## config.mk

```make
export PLATFORM = sky130hd
export DESIGN_NAME = msgq_stat_irq
export DESIGN_NICKNAME = d
export VERILOG_FILES = /design/src/rtl/msgq_pkg.sv /design/src/rtl/msgq_rst_sync.sv /design/src/rtl/msgq_occupancy.sv /design/src/rtl/msgq_flag.sv /design/src/rtl/msgq_stat_irq.sv
export SDC_FILE = /design/constraint.sdc
export NUM_CORES = 1
export LEC_CHECK = 0
export ABC_AREA = 1
export CAP_MARGIN = 20
export CORE_ASPECT_RATIO = 1.25
export CORE_MARGIN = 1.5
export CORE_UTILIZATION = 51
export CTS_CLUSTER_DIAMETER = 150
export DETAILED_ROUTE_END_ITERATION = 16
export PLACE_DENSITY = 0.84
export SYNTH_ARGS = -nofsm -noshare
export SYNTH_HDL_FRONTEND = slang
export SYNTH_SLANG_ARGS = --single-unit
export TNS_END_PERCENT = 10
```

## constraint.sdc

```tcl
create_clock -name clk -period 2.1 [get_ports clk]
set_clock_uncertainty 0.15 [all_clocks]
set_input_delay 0.315 -clock clk [delete_from_list [all_inputs] [get_ports clk]]
set_output_delay 0.315 -clock clk [all_outputs]
set_load 0.02 [all_outputs]
```

## src/rtl/msgq_pkg.sv

```systemverilog
package msgq_pkg;
  localparam int ST_W      = 5;
  localparam int ST_THR    = 0;
  localparam int ST_EMPTY  = 1;
  localparam int ST_BUSY   = 2;
  localparam int ST_RSVD   = 3;
  localparam int ST_FULL   = 4;

  localparam int CTL_EN    = 0;
  localparam int CTL_TIE   = 1;
  localparam int CTL_FIE   = 2;
  localparam int CTL_THR   = 3;
endpackage

```

## src/rtl/msgq_rst_sync.sv

```systemverilog
module msgq_rst_sync (
  input  logic clk,
  input  logic rst_n,
  output logic rst_n_sync
);
  logic [1:0] sync_q;

  always_ff @(posedge clk or negedge rst_n) begin
    if (!rst_n) sync_q <= 2'b00;
    else        sync_q <= {sync_q[0], 1'b1};
  end

  assign rst_n_sync = sync_q[1];
endmodule

```

## src/rtl/msgq_occupancy.sv

```systemverilog
module msgq_occupancy #(
  parameter int DEPTH = 8,
  parameter int CNT_W = $clog2(DEPTH + 1)
) (
  input  logic             clk,
  input  logic             rst_n,
  input  logic             run,
  input  logic             push,
  input  logic             pop,
  output logic [CNT_W-1:0] cnt_q,
  output logic [CNT_W-1:0] cnt_nxt
);
  localparam logic [CNT_W-1:0] FULL_CNT = CNT_W'(DEPTH);

  logic push_ok, pop_ok;

  always_comb begin
    push_ok = push && (cnt_q != FULL_CNT);
    pop_ok  = pop  && (cnt_q != '0);
    if (!run)
      cnt_nxt = '0;
    else if (push_ok && !pop_ok)
      cnt_nxt = cnt_q + CNT_W'(1);
    else if (pop_ok && !push_ok)
      cnt_nxt = cnt_q - CNT_W'(1);
    else
      cnt_nxt = cnt_q;
  end

  always_ff @(posedge clk or negedge rst_n) begin
    if (!rst_n) cnt_q <= '0;
    else        cnt_q <= cnt_nxt;
  end
endmodule

```

## src/rtl/msgq_flag.sv

```systemverilog
module msgq_flag (
  input  logic clk,
  input  logic rst_n,
  input  logic set,
  input  logic clr,
  output logic q
);
  logic q_nxt;

  always_comb q_nxt = set | (q & ~clr);

  always_ff @(posedge clk or negedge rst_n) begin
    if (!rst_n) q <= 1'b0;
    else        q <= q_nxt;
  end
endmodule

```

## src/rtl/msgq_stat_irq.sv

```systemverilog
module msgq_stat_irq
  import msgq_pkg::*;
#(
  parameter int DEPTH  = 8,
  parameter int CNT_W  = $clog2(DEPTH + 1),
  parameter int CTRL_W = CTL_THR + CNT_W
) (
  input  logic              clk,
  input  logic              rst_n,
  input  logic              cfg_we,
  input  logic [CTRL_W-1:0] cfg_wdata,
  input  logic              stat_we,
  input  logic [ST_W-1:0]   stat_wdata,
  output logic [ST_W-1:0]   stat_rdata,
  input  logic              q_push,
  input  logic              q_pop,
  input  logic              msg_start,
  input  logic              msg_done,
  input  logic              msg_err,
  output logic              irq_o
);
  localparam logic [CNT_W-1:0] FULL_CNT = CNT_W'(DEPTH);

  logic              rst_n_i;
  logic [CTRL_W-1:0] ctrl_q, ctrl_nxt;
  logic              ctrl_en, ctrl_tie, ctrl_fie;
  logic [CNT_W-1:0]  ctrl_thr;
  logic [CNT_W-1:0]  cnt_q, cnt_nxt;
  logic              full_set, thr_set;
  logic              full_clr, thr_clr, busy_clr;
  logic              full_irq, thr_irq, busy;
  logic              unused_wbits;

  msgq_rst_sync u_rst_sync (.clk(clk), .rst_n(rst_n), .rst_n_sync(rst_n_i));

  // control word register with explicit clock enable
  always_comb ctrl_nxt = cfg_we ? cfg_wdata : ctrl_q;

  always_ff @(posedge clk or negedge rst_n_i) begin
    if (!rst_n_i) ctrl_q <= '0;
    else          ctrl_q <= ctrl_nxt;
  end

  assign ctrl_en  = ctrl_q[CTL_EN];
  assign ctrl_tie = ctrl_q[CTL_TIE];
  assign ctrl_fie = ctrl_q[CTL_FIE];
  assign ctrl_thr = ctrl_q[CTL_THR +: CNT_W];

  msgq_occupancy #(.DEPTH(DEPTH), .CNT_W(CNT_W)) u_occ (
    .clk(clk), .rst_n(rst_n_i), .run(ctrl_en),
    .push(q_push), .pop(q_pop), .cnt_q(cnt_q), .cnt_nxt(cnt_nxt)
  );

  // edge events: the count arrives at a level it did not hold before
  always_comb begin
    full_set = ctrl_en && ctrl_fie && (cnt_nxt == FULL_CNT) && (cnt_q != FULL_CNT);
    thr_set  = ctrl_en && ctrl_tie && (ctrl_thr != '0) &&
               (cnt_nxt == ctrl_thr) && (cnt_q != ctrl_thr);
    full_clr = stat_we && stat_wdata[ST_FULL];
    thr_clr  = stat_we && stat_wdata[ST_THR];
    busy_clr = msg_done || msg_err;
  end

  assign unused_wbits = ^stat_wdata[ST_RSVD:ST_EMPTY];

  msgq_flag u_full_flag (.clk(clk), .rst_n(rst_n_i), .set(full_set),  .clr(full_clr), .q(full_irq));
  msgq_flag u_thr_flag  (.clk(clk), .rst_n(rst_n_i), .set(thr_set),   .clr(thr_clr),  .q(thr_irq));
  msgq_flag u_busy_flag (.clk(clk), .rst_n(rst_n_i), .set(msg_start), .clr(busy_clr), .q(busy));

  always_comb begin
    stat_rdata           = '0;
    stat_rdata[ST_THR]   = thr_irq;
    stat_rdata[ST_EMPTY] = !ctrl_en || (cnt_q == '0);
    stat_rdata[ST_BUSY]  = busy;
    stat_rdata[ST_FULL]  = full_irq;
  end

  assign irq_o = thr_irq | full_irq;
endmodule

```

==> impl_metrics.json <==
{
  "crit_chain": "or2_2, clkdlybuf4s50_1",
  "finalSetupViolCount": 0,
  "vias": 894,
  "worst_pin_slew_ps": 540.1,
  "hpwl_mm": 1.744,
  "mostFrequentLayoutCells": "31 x nand2_1, 21 x clkdlybuf4s50_1, 17 x nand3_1",
  "grt_pass1_vias": 873,
  "syn_nets": 149,
  "antenna_found_initial": 0,
  "combPwrFrac": 0.539,
  "wl_per_cell_microns": 12.52,
  "critPathRequiredTime_ps": 1630,
  "path_class": "flop to output port",
  "slowest_stage": "clkdlybuf4s50_1",
  "crit_arrival_ps": 1510,
  "netlist_area_sq_um": 1006,
  "clk_pin_slew_ps": 80,
  "drtPass1Iterations": 4,
  "placed_cell_area_sq_um": 1227,
  "period_share": 0.9415,
  "placedCellCount": 164,
  "finalHoldViolCount": 0,
  "synth_warnings": 0,
  "status": "finished clean",
  "fmax_mhz": 505.8,
  "rrSetupSlack_ps": 230,
  "p_total_w": 0.001321,
  "p_seq_frac": 0.309,
  "fillers": 153,
  "p_int_w": 0.0007682,
  "tns_ps": 0,
  "root_buffer": "clkbuf_4",
  "cpPeakStageDelay_ps": 540,
  "grtUsageTotal": 0.2251,
  "overflow": 0,
  "ys_seq_area_frac": 0.3980,
  "synth_seq_cells": 16,
  "drv_cap": 0,
  "synth_area_per_cell_sq_um": 7.984,
  "fin_area_sq_um": 1282,
  "tritoncts": "built",
  "num_rows": 17,
  "htreeDepth": 1,
  "area_growth_pct": 27.49,
  "cp_max_fo": 3,
  "endpoint_kind": "output port",
  "hp-class": "input pin to asynchronous set/reset pin",
  "final_common_cell": "nand2_1",
  "p_sw_w": 0.0005530,
  "final_period_minus_worst_setup_slack_ps": 1977,
  "die-area_sq_um": 2250,
  "dp_slack_ps": 82.08,
  "via_per_inst": 5.290,
  "initial_utilization": 0.5564,
  "design.core.area_sq_um": 1808,
  "leakage_nw": 0.6384,
  "grt_pass1_wl_mm": 3.629,
  "cts.hold.buffers_added": 0,
  "setup_ws_ps": 122.8,
  "final_layout_size_suffix_gt1_frac": 0.2000,
  "rsz0062_at_grt": "no",
  "num_antenna_cells": 0,
  "die_y_microns": 52.66,
  "io_pins": 27,
  "sw_frac_of_total": 0.4186,
  "cts-buffers-inserted": 3,
  "power_density_nw_per_um2": 1030,
  "yosysUniqueCellTypes": 29,
  "critPathLaunchType": "flop",
  "routed_wirelength_mm": 2.116,
  "fin_cells": 169,
  "initialDrtViolationCount": 10,
  "die_w_microns": 42.73,
  "finalNetCount": 174,
  "synthCells": 126,
  "relSlewSlack": 0.6399,
  "grt_max_degree": 15,
  "power_frac_clock": 0.152,
  "clkSinkCount": 16,
  "clk_path_buf_depth": 2,
  "ant_nets": 0,
  "ir_drop_mv": 0.5513,
  "drc": 0,
  "slew_violations": 0,
  "io_buffers": 22,
  "gp_congestion": 0.8189,
  "insertion_delay_ps": 290
}
==> registers in the layout, summed over array words and instances (netlist names) <==
register,count
ctrl_q,7
u_busy_flag.q,1
u_full_flag.q,1
u_occ.cnt_q,4
u_rst_sync.sync_q,2
u_thr_flag.q,1
==> cell usage after synthesis <==
| cell | instances | share of area |
|---|---|---|
| a21boi_2 | 1 | 0.011 |
| a21o_1 | 1 | 0.0075 |
| a21oi_1 | 1 | 0.0050 |
| a31oi_1 | 1 | 0.0062 |
| buf_4 | 4 | 0.030 |
| buf_6 | 1 | 0.011 |
| clkbuf_1 | 1 | 0.0037 |
| conb_1 | 2 | 0.0075 |
| dfrtp_1 | 16 | 0.40 |
| ha_1 | 2 | 0.025 |
| inv_1 | 10 | 0.037 |
| inv_2 | 3 | 0.011 |
| inv_4 | 1 | 0.0062 |
| mux2_2 | 3 | 0.034 |
| nand2_1 | 31 | 0.12 |
| nand2_2 | 5 | 0.031 |
| nand2_4 | 2 | 0.022 |
| nand3_1 | 17 | 0.085 |
| nand3_2 | 3 | 0.030 |
| nand3b_1 | 1 | 0.0075 |
| nand4_1 | 3 | 0.019 |
| nor2_1 | 5 | 0.019 |
| nor2_2 | 1 | 0.0062 |
| nor3_1 | 2 | 0.010 |
| nor3_2 | 1 | 0.010 |
| o21ai_0 | 4 | 0.020 |
| or2_2 | 1 | 0.0062 |
| xnor2_1 | 2 | 0.017 |
| xor2_1 | 1 | 0.0087 |
==> power groups by stage <==
stage | Combinational (W) | Sequential [W] | Clock [W]
floorplan | 0.000481 | 0.000414 | 0
global placement | 0.000630 | 0.000419 | 0
detailed placement | 0.000664 | 0.000424 | 0
CTS | 0.000666 | 0.000417 | 0.000211
global route | 0.000789 | 0.000417 | 0.000219
finish | 0.000712 | 0.000408 | 0.000201
==> stage by stage <==
step / util / hold slack [ps]
floorplan: - / -130.6
global placement: 0.6789 / 81.86
detailed placement: 0.6789 / 90.60
CTS: 0.6997 / 8.573
global route: 0.7093 / 12.80
finish: 0.7093 / 22.70
==> kinds of logic after synthesis <==
kind of cell	share of synthesized area
other cells	0.007465
flops	0.3980
fa+ha+maj	0.02487
compound gates	0.04975
mux	0.03358
buf+inv	0.09951
xor+xnor	0.02612
simple gates	0.3607
==> final timing paths <==
kind | startpoint | end | cells past startpoint
max | u_full_flag.q$_DFF_PN0_ | irq_o | 2
min | rst_n | u_rst_sync.sync_q[0]$_DFF_PN0_ | 1
max reg2reg | u_occ.cnt_q[0]$_DFF_PN0_ | u_thr_flag.q$_DFF_PN0_ | 15
min reg2reg | u_rst_sync.sync_q[1]$_DFF_PN0_ | ctrl_q[2]$_DFFE_PN0P_ | 0
max in group asynchronous | u_rst_sync.sync_q[1]$_DFF_PN0_ | u_occ.cnt_q[2]$_DFF_PN0_ | 0
min in group clk | u_rst_sync.sync_q[0]$_DFF_PN0_ | u_rst_sync.sync_q[1]$_DFF_PN0_ | 0
==> per-layer routing <==
metal,part of all wire,vias up,track usage
li1,-,450,-
met1,0.36,417,0.2308
met2,0.57,22,0.4167
met3,0.034,5,0.02069
met4,0.029,0,0.1667
met5,0,-,0
==> layout make-up <==
class | count | area [sq um] | area share
Multi-Input combinational cell | 90 | 518.0 | 0.4039
Sequential cell | 16 | 400.4 | 0.3122
Inverter | 14 | 55.05 | 0.04293
Clock buffer | 4 | 36.28 | 0.02829
Tap cell | 19 | 23.77 | 0.01854
Timing Repair Buffer | 26 | 249.0 | 0.1941
==> repair_timing <==
| action | CTS | global route |
|---|---|---|
| resized for setup | 2 | 1 |
| setup buffers | 0 | 1 |
| setup endpoints to repair | 1 | 2 |
| pin swaps | 0 | 0 |
==> worst max-delay path: cells and delay by family, from the launching register on <==
| family | cells | cell delay [ps] |
|---|---|---|
| buffers and inverters | 1 | 540 |
| DFF | 1 | 390 |
| and+or+nand+nor | 1 | 290 |
Power figures use the tool's default switching activity.
